**src/rtl/usb_evt_pkg.sv**
```systemverilog
package usb_evt_pkg;

    localparam int unsigned ST_W = 10;

    localparam int unsigned B_BUSRST = 0;
    localparam int unsigned B_SOF    = 1;
    localparam int unsigned B_PSOF   = 2;
    localparam int unsigned B_SUSP   = 3;
    localparam int unsigned B_RESUME = 4;
    localparam int unsigned B_HS     = 5;
    localparam int unsigned B_DMA    = 6;
    localparam int unsigned B_SETUP  = 8;

    // bits that are always 0
    localparam logic [ST_W-1:0] RSV_MASK = 10'b10_1000_0000;

    typedef struct packed {
        logic bus_reset;
        logic sof;
        logic psof;
        logic susp_enter;
        logic susp_exit;
        logic hs_up;
        logic dma;
        logic setup;
    } evt_t;

    function automatic logic [ST_W-1:0] evt_to_vec(input evt_t e);
        logic [ST_W-1:0] v;
        v = '0;
        v[B_BUSRST] = e.bus_reset;
        v[B_SOF]    = e.sof;
        v[B_PSOF]   = e.psof;
        v[B_SUSP]   = e.susp_enter;
        v[B_RESUME] = e.susp_exit;
        v[B_HS]     = e.hs_up;
        v[B_DMA]    = e.dma;
        v[B_SETUP]  = e.setup;
        return v;
    endfunction

endpackage

```
**src/rtl/usb_lvl_track.sv**
```systemverilog
module usb_lvl_track (
    input  logic clk,
    input  logic rst,
    input  logic suspend_i,
    input  logic hs_mode_i,
    output logic susp_enter_o,
    output logic susp_exit_o,
    output logic hs_up_o
);
    logic susp_prev;
    logic hs_prev;

    always_ff @(posedge clk) begin
        if (rst) begin
            susp_prev <= 1'b0;
            hs_prev   <= 1'b0;
        end else begin
            susp_prev <= suspend_i;
            hs_prev   <= hs_mode_i;
        end
    end

    always_comb begin
        susp_enter_o = suspend_i & ~susp_prev;
        susp_exit_o  = ~suspend_i & susp_prev;
        // qualified: a speed change during suspend is not a connection event
        hs_up_o      = hs_mode_i & ~hs_prev & ~suspend_i;
    end
endmodule

```
**src/rtl/usb_sticky_bank.sv**
```systemverilog
module usb_sticky_bank #(
    parameter int unsigned W = 10,
    parameter logic [W-1:0] RSV = '0
) (
    input  logic         clk,
    input  logic         rst,
    input  logic [W-1:0] set_i,
    input  logic [W-1:0] clr_i,
    output logic [W-1:0] q_o
);
    for (genvar i = 0; i < W; i++) begin : g_bit
        if (RSV[i]) begin : g_rsv
            assign q_o[i] = 1'b0;
        end else begin : g_live
            logic b_q;
            always_ff @(posedge clk) begin
                if (rst) b_q <= 1'b0;
                else     b_q <= (b_q & ~clr_i[i]) | set_i[i];
            end
            assign q_o[i] = b_q;
        end
    end
endmodule

```
**src/rtl/usb_irq_gate.sv**
```systemverilog
module usb_irq_gate #(
    parameter int unsigned W = 10
) (
    input  logic [W-1:0] status_i,
    input  logic [W-1:0] enable_i,
    output logic         irq_o
);
    assign irq_o = |(status_i & enable_i);
endmodule

```
**src/rtl/usb_irq_status.sv**
```systemverilog
module usb_irq_status
    import usb_evt_pkg::*;
(
    input  logic            clk,
    input  logic            rst,
    input  logic            bus_reset_i,
    input  logic            sof_i,
    input  logic            psof_i,
    input  logic            suspend_i,
    input  logic            hs_mode_i,
    input  logic            dma_chg_i,
    input  logic            ep0_setup_i,
    input  logic            reg_wr_i,
    input  logic            reg_sel_i,
    input  logic [ST_W-1:0] reg_wdata_i,
    output logic [ST_W-1:0] reg_rdata_o,
    output logic            irq_o
);
    evt_t            evt;
    logic            susp_enter, susp_exit, hs_up;
    logic [ST_W-1:0] set_vec, clr_vec, status_q, enable_q;

    usb_lvl_track u_lvl (
        .clk          (clk),
        .rst          (rst),
        .suspend_i    (suspend_i),
        .hs_mode_i    (hs_mode_i),
        .susp_enter_o (susp_enter),
        .susp_exit_o  (susp_exit),
        .hs_up_o      (hs_up)
    );

    always_comb begin
        evt.bus_reset  = bus_reset_i;
        evt.sof        = sof_i;
        evt.psof       = psof_i;
        evt.susp_enter = susp_enter;
        evt.susp_exit  = susp_exit;
        evt.hs_up      = hs_up;
        evt.dma        = dma_chg_i;
        evt.setup      = ep0_setup_i;
        set_vec        = evt_to_vec(evt);
        clr_vec        = (reg_wr_i && !reg_sel_i) ? reg_wdata_i : '0;
    end

    usb_sticky_bank #(.W(ST_W), .RSV(RSV_MASK)) u_bank (
        .clk   (clk),
        .rst   (rst),
        .set_i (set_vec),
        .clr_i (clr_vec),
        .q_o   (status_q)
    );

    always_ff @(posedge clk) begin
        if (rst)                       enable_q <= '0;
        else if (reg_wr_i && reg_sel_i) enable_q <= reg_wdata_i & ~RSV_MASK;
    end

    usb_irq_gate #(.W(ST_W)) u_gate (
        .status_i (status_q),
        .enable_i (enable_q),
        .irq_o    (irq_o)
    );

    assign reg_rdata_o = reg_sel_i ? enable_q : status_q;
endmodule

```
**config.mk**
```make
export PLATFORM = sky130hd
export DESIGN_NAME = usb_irq_status
export DESIGN_NICKNAME = d
export VERILOG_FILES = /design/src/rtl/usb_evt_pkg.sv /design/src/rtl/usb_lvl_track.sv /design/src/rtl/usb_sticky_bank.sv /design/src/rtl/usb_irq_gate.sv /design/src/rtl/usb_irq_status.sv
export SDC_FILE = /design/constraint.sdc
export NUM_CORES = 1
export LEC_CHECK = 0
export ABC_AREA = 1
export BUFFER_PORTS_ARGS = -buffer_cell sky130_fd_sc_hd__buf_4
export CORE_MARGIN = 2
export CORE_UTILIZATION = 47
export CTS_CLUSTER_DIAMETER = 40
export DETAILED_ROUTE_END_ITERATION = 12
export PLACE_DENSITY = 0.77
export SLEW_MARGIN = 20
export SYNTH_ARGS = -nofsm -noshare
export SYNTH_HDL_FRONTEND = slang
export SYNTH_SLANG_ARGS = --single-unit
```
**constraint.sdc**
```tcl
create_clock -name clk -period 1.3 [get_ports clk]
set_clock_uncertainty 0.2 [all_clocks]
set_input_delay 0.325 -clock clk [delete_from_list [all_inputs] [get_ports clk]]
set_output_delay 0.325 -clock clk [all_outputs]
set_load 0.05 [all_outputs]
```
# Word level (Yosys, flattened, before mapping)
# Index checks and enable logic that the tools add are counted.
# op_classes
n_addsub	0
multipliers	0
div_mod_pow	0
n_lt_le_gt_ge	0
eq_ne	0
shift	0
muxes	2
bitwise	32
reduce_logical	4
# op_table
op	count
9-bit two-way mux	2
1-bit bitwise AND	12
1-bit NOT	11
10-bit OR reduction	1
9-bit bitwise AND	1
1-bit bitwise OR	8
1-bit logical AND	2
1-bit logical NOT	1
# word_totals
ff_bits	18
latchBits	0
ramBits	0
mem_bits_ro	0
input_bits	21
out_inout_bits	11
elab_cells	49
mem_count	0

# Logic depth before layout (Yosys ltp)
# Gate-level depths: netlist (run 1).
# depth
depth_word	6
depth_mapped	6
mapped_depth_nobuf	4

# Modules after synthesis
# Synthesis (run 1) repeated with hierarchy kept, for this count alone.
# hier_totals
cells_unflattened	177
area_unflattened_um2	1074.8
# modules_own_cells
mod	n_inst	cells_per_inst	area_each_um2	seq_area_each_um2
usb_irq_status	1	95	513.0	160.2
usb_sticky_bank	1	52	410.4	160.2
usb_lvl_track	1	11	78.8	40.0
usb_irq_gate	1	19	72.6	0.0

# Least setup slack after synthesis (run 1)
# Ideal clock, no wire load.
# synth_timing
path_kind	input to output
start	in reg_sel_i
end	out reg_rdata_o[3]
t_arrival_ns	1.014
slack_ns	-0.239
cell_stages	5
n_path_buf	2
cell_sequence	buf_6 inv_4 buf_6 nand2_1 nand2_1
# synth_via
elab_chain_cells	1
# synth_rtl
element	line_no	text
from (decl)	usb_irq_status.sv:14	input logic reg_sel_i,
9-bit two-way mux	usb_irq_status.sv:65	assign reg_rdata_o = reg_sel_i ? enable_q : status_q;
to (decl)	usb_irq_status.sv:16	output logic [ST_W-1:0] reg_rdata_o,
# No other way between the ends.

# Final worst setup path (run 1)
# layout_timing
start	reg u_bank.g_bit[1].g_live.b_q
end	out irq_o
# layout_via
elab_chain_cells	2
# layout_rtl
element	line_no	text
from (decl)	usb_sticky_bank.sv:15	logic b_q;
from (signal assigned)	usb_sticky_bank.sv:18	else b_q <= (b_q & ~clr_i[i]) | set_i[i];
9-bit bitwise AND	usb_irq_gate.sv:8	assign irq_o = |(status_i & enable_i);
10-bit OR reduction	usb_irq_gate.sv:8	
to (decl)	usb_irq_status.sv:17	output logic irq_o
# No other way between the ends.

==> results.ini, run 1 <==
[placement]
post-place-cells = 183
finalWeightedCongestion = 0.770
portBuffers = 27
dp.final_hpwl_um = 1580

[power]
powerDensity_nw_per_um2 = 920
power_leakage_uw = 0.000754
ir_drop_v = 0.000949
power_uw = 1440

[setup_path]
path_class = flip-flop to output port
cp-start-kind = flip-flop
critPathRequiredTime_ps = 770
crit_family = flip-flops
endpoint_kind = output port
crit_slowest_cell = dfxtp_4
path_buf_inv = 1
critical_path_arrival_ps = 1150
crit_chain = nand2_1 > nand2_1 > nor2_2 > nand2_2 > buf_6
crit_path_frequent_cell = nand2_1
slowest_delay_ps = 360
worst-path-max-fanout = 2

[floorplan]
io-pin-count = 32
fp.coreArea_um2 = 1710
die_area_um2 = 2160
die_width_um = 46.5
floorplan.initialDensity_pct = 49.7
die_y_um = 46.5
fp-row-count = 15

[run]
max_cap_viol_count = 0

[timing]
hold-worst-slack_ps = 43.7
fin_setup_tns_ps = -2280
timing.fmax_ghz = 0.597
final.period_utilization_pct = 129
rsz0062_at_grt = true
post-route-min-period_ps = 1680
hold_viol_final = 0
setup_slack_ps = -376
setup-violations-final = 9
final_max_slew_viol_count = 0

[synthesis]
synth-xor-area-share_pct = 0
ys_types = 16
synth_edf_count = 0
async_reset_ff_share_pct = 0
avgSynthCellArea_um2 = 6.59
ys_warn_count = 0
synth_largest_area_cell = dfxtp_1
synth_compound_area_share_pct = 9.87
synth_area_leaders = dfxtp_1, nand2_1, nor2_1
synth_top_family_by_area = simple AND/OR/NAND/NOR gates
synth_top_area_share_pct = 42.4
muxShareOfSynthArea_pct = 0
synthFlopType = dfxtp_1
yosysMostFrequentCell = nand2_1
syn_area_um2 = 850
synthAdderAreaFrac_pct = 0
synth_common_cells = nand2_1, nor2_1, dfxtp_1, inv_1, o21ai_0
synth_cells = 129
synthSimpleGateAreaFrac_pct = 36.2
yosysSeqAreaShare_pct = 42.4
synth-seq-cells = 18

[global_route]
grt_pass1_vias = 913
grt_usage_pct = 29.0
overflow = 0
antenna_found_initial = 0
grt_pass1_wl_um = 4290
grt_max_degree = 12

[clock_network]
cts_buffer_depth = 2
cts_root_buf = clkbuf_4
clkTransAtPathRegs_ps = 100
cts.sinks = 18
cts_tree = done
cts_inserted_buffers = 3
clkLatencyLatePin_ps = 300
htree_levels = 1

[finish]
fillCellCount = 78
layout.cells.non_filler = 194
fin_nets = 192
fin_util_pct = 91.4
diodes = 0
syn_to_final_growth_pct = 83.7
drive_above_1_share_pct = 53.8

[detailed_routing]
drc = 0
drtIter0Drc = 14
vias = 991
wl_um = 2930
viasPerCell = 5.11
first_pass_iters = 4
wl_per_cell_um = 15.1
ant_nets = 0

[hold_path]
hp-class = input port to flip-flop

[outcome]
status = finished, violations left
failed_checks = negative setup slack

==> cells in the final DEF, fill, tap and decap left out, types with 4 or more instances in the layout <==
cell type,n
buf_4,25
a21oi_1,6
nand2_2,7
nor2_1,19
buf_8,8
dfxtp_2,10
nand2_8,10
dfxtp_1,4
buf_6,7
dfxtp_4,4
o21ai_0,9
nand2_4,9
inv_1,9
nand2_1,21
nand3_1,8
==> registers in the layout, summed over array words and instances, names as in the netlist <==
signal / cells
u_lvl.susp_prev: 1
enable_q: 8
u_lvl.hs_prev: 1
u_bank.g_bit.g_live.b_q: 8
==> metal layers <==
layer | track usage, % | up-vias | part of all wire (%) | wire (um)
li1 | - | 477 | - | -
met1 | 33.7 | 458 | 38 | 1100
met2 | 49.7 | 48 | 55 | 1620
met3 | 5.49 | 8 | 4.4 | 130
met4 | 14.9 | 0 | 2.5 | 74
met5 | 0 | - | 0 | 0
==> timing repair <==
action	in CTS	in global routing
setup buffers	5	2
gates cloned	1	0
gates resized for setup	48	7
pin swaps	8	3
setup endpoints to repair	9	9
hold buffers	0	0
==> area by class of cell <==
| class | instances | area [um2] | share of cell area [%] |
|---|---|---|---|
| multi-input cells | 95 | 649 | 41.6 |
| repair buffers | 41 | 407 | 26.1 |
| flip-flops and latches | 18 | 388 | 24.9 |
| inverters | 11 | 53.8 | 3.45 |
| well taps | 25 | 31.3 | 2.00 |
| clock buffers | 3 | 22.5 | 1.44 |
| repair inverters | 1 | 8.76 | 0.561 |
==> through the flow <==
stage          area (um2)  worst slack [ps]
6_report             1560              -376
3_3_place_gp         1310              -237
5_1_grt              1560              -423
4_1_cts              1520              -328
3_5_place_dp         1310              -241
2_1_floorplan        1080             -65.8
==> worst reg2reg max path, stage by stage, from the launching register on <==
cell and delay [ps]:
dfxtp_4 360, buf_6 120, buf_4 120, nand2_1 70, a21oi_2 40
==> worst paths after layout <==
| path | endpoint | from | slack, ps | cells after the start |
|---|---|---|---|---|
| max reg2reg | u_bank.g_bit[1].g_live.b_q$_SDFF_PP0_ | u_bank.g_bit[1].g_live.b_q$_SDFF_PP0_ | 290 | 4 |
| min reg2reg | u_bank.g_bit[3].g_live.b_q$_SDFF_PP0_ | u_lvl.susp_prev$_SDFF_PP0_ | 300 | 1 |
| min | u_lvl.hs_prev$_SDFF_PP0_ | hs_mode_i | 40 | 3 |
| max | irq_o | u_bank.g_bit[1].g_live.b_q$_SDFF_PP0_ | -380 | 5 |
==> report_power, final <==
group | switching [uW] | internal (uW) | total, uW
Clock | 181 | 108 | 289
Sequential | 40.4 | 592 | 633
Combinational | 291 | 222 | 513
==> cell families after synthesis <==
| family | after synthesis |
|---|---|
| buffers and inverters | 17 |
| other | 1 |
| AND/OR/NAND/NOR | 77 |
| AO/OA/AOI/OAI | 16 |
| flip-flops | 18 |
Note: power is estimated with default switching activity, not from simulation.
==> run 2: changes to the inputs <==
--- a/config.mk
+++ b/config.mk
@@ -6,12 +6,12 @@
 export NUM_CORES = 1
 export LEC_CHECK = 0
 export ABC_AREA = 1
-export BUFFER_PORTS_ARGS = -buffer_cell sky130_fd_sc_hd__buf_4
 export CORE_MARGIN = 2
-export CORE_UTILIZATION = 47
-export CTS_CLUSTER_DIAMETER = 40
+export CORE_UTILIZATION = 59
+export CTS_CLUSTER_DIAMETER = 150
 export DETAILED_ROUTE_END_ITERATION = 12
-export PLACE_DENSITY = 0.77
+export DONT_BUFFER_PORTS = 1
+export PLACE_DENSITY = 0.75
 export SLEW_MARGIN = 20
 export SYNTH_ARGS = -nofsm -noshare
 export SYNTH_HDL_FRONTEND = slang
==> run 2 against run 1 <==
The run now fails in 4_1_cts. Area after synthesis did not move. Synthesized cell count did not move.
==> results.ini, run 2 <==
[clock_network]
post_cts_buffers = 2  ; -3
cts_inserted_buffers = 3  ; unchanged
htree_levels = 1  ; unchanged
cts_resized = 30  ; -38%
hold_buffers = 9  ; +9
cts_root_buf = clkbuf_4
cts.sinks = 18  ; unchanged
cts_buffer_depth = 2  ; unchanged

[synthesis]
synth_edf_count = 0  ; unchanged
synth_area_leaders = dfxtp_1, nand2_1, nor2_1
syn_area_um2 = 850  ; unchanged
synth-seq-cells = 18  ; unchanged
synth_top_area_share_pct = 42.4  ; unchanged
synth_common_cells = nand2_1, nor2_1, dfxtp_1, inv_1, o21ai_0
ys_warn_count = 0  ; unchanged
ys_types = 16  ; unchanged
synth_cells = 129  ; unchanged
yosysSeqAreaShare_pct = 42.4  ; unchanged
yosysMostFrequentCell = nand2_1
synthFlopType = dfxtp_1
synth_largest_area_cell = dfxtp_1
async_reset_ff_share_pct = 0  ; unchanged
avgSynthCellArea_um2 = 6.59  ; unchanged

[outcome]
firstError = [ERROR DPL-0033] detailed placement checks failed during check placement.
status = stopped before the end
lastStage = 4_1_cts

[floorplan]
die_y_um = 41.9  ; -9.8%
floorplan.initialDensity_pct = 64.5  ; +15 points
die_width_um = 41.9  ; -9.8%
fp-row-count = 13  ; -2
io-pin-count = 32  ; unchanged

[placement]
dp.final_hpwl_um = 1420  ; -9.9%
portBuffers = 0  ; -100%
post-place-cells = 148  ; -19%
finalWeightedCongestion = 0.788  ; +2.3%

-- run 2: kinds of logic after synthesis --
kind of cell | Yosys count | synth area share [%]
compound gates | 16 | 9.87
other cells | 1 | 0.441
buf+inv | 17 | 11.0
flops | 18 | 42.4
simple gates | 77 | 36.2
-- run 2: per-stage QoR --
step                area (um2)  utilization [%]  hold slack (ps)  setup WS, ps
detailed placement        1100             83.3              190         -10.4
global placement          1100             83.3              188          23.0
floorplan                 1080                -              222         -65.8
==> run 3: changes to the inputs <==
--- a/config.mk
+++ b/config.mk
@@ -6,12 +6,11 @@
 export NUM_CORES = 1
 export LEC_CHECK = 0
 export ABC_AREA = 1
-export CORE_MARGIN = 2
-export CORE_UTILIZATION = 59
-export CTS_CLUSTER_DIAMETER = 150
+export CORE_AREA = 2 2 63 65
 export DETAILED_ROUTE_END_ITERATION = 12
+export DIE_AREA = 0 0 65 67
 export DONT_BUFFER_PORTS = 1
-export PLACE_DENSITY = 0.75
+export PLACE_DENSITY_LB_ADDON = 0.15
 export SLEW_MARGIN = 20
 export SYNTH_ARGS = -nofsm -noshare
 export SYNTH_HDL_FRONTEND = slang
==> run 3 against run 2 <==
The flow now finishes, with violations (negative setup slack).
==> results.ini, run 3 (synthesis gave the netlist of run 1 again) <==
[timing]
post-route-min-period_ps = 1500
hold_viol_final = 0
setup-violations-final = 9
setup_slack_ps = -201
rsz0062_at_grt = true
timing.fmax_ghz = 0.666
hold-worst-slack_ps = 6.47
final.period_utilization_pct = 115
final_max_slew_viol_count = 0
fin_setup_tns_ps = -967

[placement]
finalWeightedCongestion = 0.742  ; -5.8%
post-place-ws_ps = -10.8  ; -0.488 ps
dp.final_hpwl_um = 1680  ; +18%
portBuffers = 0  ; unchanged

[detailed_routing]
wl_per_cell_um = 12.5
ant_nets = 0
vias = 828
viasPerCell = 4.31
drc = 0
first_pass_iters = 4
wl_um = 2400
drtIter0Drc = 25

[clock_network]
htree_levels = 1  ; unchanged
clkLatencyLatePin_ps = 250
clkTransAtPathRegs_ps = 60
cts_buffer_depth = 2  ; unchanged
cts_tree = done
cts.sinks = 18  ; unchanged
cts_root_buf = clkbuf_8
cts_inserted_buffers = 3  ; unchanged

[outcome]
failed_checks = negative setup slack
status = finished, violations left

[setup_path]
endpoint_kind = output port
cp-start-kind = flip-flop
worst-path-max-fanout = 2
critPathRequiredTime_ps = 770
path_class = flip-flop to output port
critical_path_arrival_ps = 980

[finish]
reg_top3 = enable_q x8, u_bank.g_bit.g_live.b_q x8
fin_nets = 167
syn_to_final_growth_pct = 63.0
diodes = 0
drive_above_1_share_pct = 49.3
fillCellCount = 381
mostFrequentLayoutCells = nor2_1, nand2_1, dfxtp_2, nand2_4, nand2_2
final_common_cell = nor2_1

[global_route]
grt_max_degree = 17
grt_usage_pct = 12.5
grt_pass1_wl_um = 4080
antenna_found_initial = 0
grt_pass1_vias = 860
overflow = 0

[floorplan]
floorplan.initialDensity_pct = 23.6  ; -41 points
die_area_um2 = 4360
fp.coreArea_um2 = 3610
die_width_um = 65  ; +55%
io-pin-count = 32  ; unchanged
fp-row-count = 22  ; +9
die_y_um = 67  ; +60%

[hold_path]
hp-class = input port to flip-flop

[power]
power_leakage_uw = 0.000651
powerDensity_nw_per_um2 = 1010
ir_drop_v = 0.000520

[run]
max_cap_viol_count = 0

[run 3: final timing paths]
| check | from | to | slack [ps] | depth (start not counted) |
|---|---|---|---|---|
| min reg2reg | u_lvl.susp_prev$_SDFF_PP0_ | u_bank.g_bit[3].g_live.b_q$_SDFF_PP0_ | 240 | 1 |
| min | dma_chg_i | u_bank.g_bit[6].g_live.b_q$_SDFF_PP0_ | 6 | 2 |
| max reg2reg | u_bank.g_bit[2].g_live.b_q$_SDFF_PP0_ | u_bank.g_bit[2].g_live.b_q$_SDFF_PP0_ | 300 | 4 |
| max | u_bank.g_bit[2].g_live.b_q$_SDFF_PP0_ | irq_o | -200 | 4 |
[run 3: routing by layer]
metal	wire length, um	part of all wire (%)	global-route usage, %	up-vias
li1	-	-	-	428
met1	1020	42	14.7	373
met2	1170	49	21.3	23
met3	187	7.8	5.24	4
met4	22	0.92	2.39	0
met5	0	0	0	-
[run 3: metrics by stage]
stage	utilization [%]	instances	instance area (um2)	power, uW
after global placement	32.0	183	1150	957
after global routing	38.4	192	1390	1470
after detailed placement	32.0	183	1150	962
after floorplan	-	130	1080	930
final	38.4	192	1390	1390
after CTS	36.7	190	1320	1400
[run 3: worst max-delay path, stage by stage, from the launching register on]
cell	delay [ps]
dfxtp_2	330
nand2_2	70
nand2_2	60
nor2_4	130
nand2_4	130
[run 3: timing repair]
| action | in CTS | in global routing |
|---|---|---|
| resized for setup | 33 | 18 |
| setup buffers | 1 | 3 |
| setup endpoints to repair | 9 | 18 |
| pin swaps | 10 | 12 |
| hold buffers | 3 | 0 |
| hold endpoints to repair | 9 | 0 |
[run 3: where the power goes]
group / leakage (uW) / switching [uW] / total, uW / internal, uW
registers: 0.000155 / 26.2 / 622 / 596
logic: 0.000475 / 249 / 394 / 145
clock network: 0.0000216 / 173 / 379 / 205
[run 3: layout make-up]
class / instances / area, um2 / share of cell area [%]
timing repair buffer: 17 / 171 / 12.4
tap: 48 / 60.1 / 4.34
sequential: 18 / 383 / 27.6
inverter: 11 / 48.8 / 3.52
multi-input combinational: 95 / 681 / 49.1
clock buffer: 3 / 41.3 / 2.98
==> run 4: changes to the inputs <==
--- a/config.mk
+++ b/config.mk
@@ -6,6 +6,8 @@
 export NUM_CORES = 1
 export LEC_CHECK = 0
 export ABC_AREA = 1
+export CELL_PAD_IN_SITES_DETAIL_PLACEMENT = 1
+export CELL_PAD_IN_SITES_GLOBAL_PLACEMENT = 2
 export CORE_AREA = 2 2 63 65
 export DETAILED_ROUTE_END_ITERATION = 12
 export DIE_AREA = 0 0 65 67
==> run 4 against run 3 <==
The flow still finishes with violations (negative setup slack). Largest power group unchanged. Via count grew 4.0%. Highest routed layer unchanged. Critical path depth is the same. Critical endpoint unchanged. Flip-flop and latch count is the same.
==> results.ini, run 4 (synthesis gave the netlist of run 1 again) <==
[clock_network]
cts_root_buf = clkbuf_8
htree_levels = 1  ; unchanged
clkLatencyLatePin_ps = 250  ; about the same
cts_tree = done
clkTransAtPathRegs_ps = 70  ; about the same
cts_buffer_depth = 2  ; unchanged
cts_inserted_buffers = 3  ; unchanged
cts.sinks = 18  ; unchanged

[outcome]
status = finished, violations left
failed_checks = negative setup slack

[power]
powerDensity_nw_per_um2 = 1030  ; +2.0%
internal_power_uw = 1030  ; +8.7%
combPwrFrac_pct = 27.9  ; -0.4 points
clkPwrFrac_pct = 30.9  ; +3.8 points
p_sw_uw = 485  ; +8.0%
p_seq_share_pct = 41.2  ; -3.4 points
power_uw = 1510  ; +8.5%
p_sw_share_pct = 32.0  ; -0.13 points
ir_drop_v = 0.000361  ; -31%
power_leakage_uw = 0.000705  ; +8.3%

[detailed_routing]
wl_per_cell_um = 13.5  ; +7.9%
ant_nets = 0  ; unchanged
vias = 861  ; +4.0%
viasPerCell = 4.28  ; -0.67%
drtIter0Drc = 27  ; +8.0%
first_pass_iters = 4  ; unchanged
wl_um = 2710  ; +13%
drc = 0  ; unchanged

[placement]
finalWeightedCongestion = 0.711  ; -4.2%
dp.final_hpwl_um = 1920  ; +15%
postPlaceCellArea_um2 = 1180  ; +2.6%
portBuffers = 0  ; unchanged

[floorplan]
die_width_um = 65  ; unchanged
die_area_um2 = 4360  ; unchanged
fp-row-count = 22  ; unchanged
die_y_um = 67  ; unchanged
floorplan.initialDensity_pct = 23.6  ; unchanged
io-pin-count = 32  ; unchanged
fp.coreArea_um2 = 3610  ; unchanged

[hold_path]
worst_hold_path.endpoint = u_bank.g_bit[0].g_live.b_q$_SDFF_PP0_
min_delay_path_depth = 2  ; unchanged
worstHoldStart = bus_reset_i
hp-class = input port to flip-flop

[run]
max_cap_viol_count = 0  ; unchanged

[setup_path]
ff2ff_path_depth = 4  ; unchanged
r2r_end = enable_q[8]$_SDFFE_PP0P_
path_class = flip-flop to output port
path_buf_inv = 0  ; unchanged
critical_path.reg2reg.startpoint = enable_q[8]$_SDFFE_PP0P_
endpoint_kind = output port
crit_family = simple AND/OR/NAND/NOR gates
slowest_delay_ps = 340  ; about the same
critical_path_arrival_ps = 970  ; about the same
cp-start-kind = flip-flop
critPathRequiredTime_ps = 770  ; about the same
crit_slowest_cell = dfxtp_2
worst-path-max-fanout = 3  ; +1
crit_cells = 4  ; unchanged
rrSetupSlack_ps = 260  ; -40 ps
crit_chain = nand2_1 > nand2_2 > nor2_4 > nand2_4

[timing]
setup_slack_ps = -193  ; +7.48 ps
final_max_slew_viol_count = 0  ; unchanged
setup-violations-final = 9  ; unchanged
post-route-min-period_ps = 1490  ; -7.48 ps
final.period_utilization_pct = 115  ; -0.58 points
timing.fmax_ghz = 0.670  ; +0.50%
hold_viol_final = 0  ; unchanged
rsz0062_at_grt = true

[finish]
mostFrequentLayoutCells = nor2_1, dfxtp_2, nand2_4, nand2_1
fin_area_um2 = 1470  ; +6.3%
drive_above_1_share_pct = 51.6  ; +2.3 points
diodes = 0  ; unchanged
fin_nets = 175  ; +4.8%
reg_top3 = enable_q x8, u_bank.g_bit.g_live.b_q x8
fillCellCount = 420  ; +10%
final_common_cell = nor2_1
syn_to_final_growth_pct = 73.3
fin_util_pct = 40.8  ; +2.4 points

[global_route]
grt_pass1_wl_um = 4490  ; +10%
grt_max_degree = 14  ; -3
antenna_found_initial = 0  ; unchanged
grt_usage_pct = 13.8  ; +1.3 points
overflow = 0  ; unchanged
grt_pass1_vias = 944  ; +9.8%

-- run 4: timing repair --
item | 4_1_cts | 5_1_grt
setup endpoints to repair | 9 | 18
endpoints found under the hold margin | 9 | 0
gates cloned | 0 | 0
pin swaps | 15 | 10
resized for setup | 40 | 14
hold buffers | 5 | 0
setup buffers | 3 | 4
-- run 4: final cells by class --
cell class                      count  area [um2]  share of cell area, %
Tap cell                           48        60.1                   4.08
Sequential cell                    18         380                   25.8
Timing Repair Buffer               25         240                   16.3
Inverter                           11        48.8                   3.31
Clock buffer                        4        55.1                   3.74
Multi-Input combinational cell     95         688                   46.7
-- run 4: stage by stage --
stage	hold slack (ps)	setup TNS (ps)	worst slack [ps]	std cells
finish	3.40	-1060	-193	201
global route	10.0	-1440	-253	201
CTS	0.444	-1240	-231	199
detailed placement	190	0	1.49	187
global placement	190	0	0.159	187
floorplan	222	-512	-65.8	130
-- run 4: routing by layer --
layer  vias to the layer above  track usage [%]  routed length (um)
met5                         -                0                   0
met4                         0             5.59                  20
met3                         2             2.36                  96
met2                        16             22.4                1350
met1                       397             18.0                1240
li1                        446                -                   -
-- run 4: worst max-delay path by stage --
| stage | startpoint | slack [ps] | to |
|---|---|---|---|
| final | enable_q[2]$_SDFFE_PP0P_ | -190 | irq_o |
| after global routing | u_bank.g_bit[6].g_live.b_q$_SDFF_PP0_ | -250 | irq_o |
| after CTS | u_bank.g_bit[4].g_live.b_q$_SDFF_PP0_ | -230 | irq_o |
| after detailed placement | u_bank.g_bit[1].g_live.b_q$_SDFF_PP0_ | 1 | irq_o |
| after global placement | u_bank.g_bit[1].g_live.b_q$_SDFF_PP0_ | 0.2 | irq_o |
| after floorplan | reg_sel_i | -70 | reg_rdata_o[1] |
-- run 4: power groups by stage --
stage               sequential [uW]  clock, uW  combinational, uW
global placement                620          0                351
floorplan                       632          0                297
CTS                             619        482                413
finish                          623        467                422
global route                    630        510                455
detailed placement              622          0                356
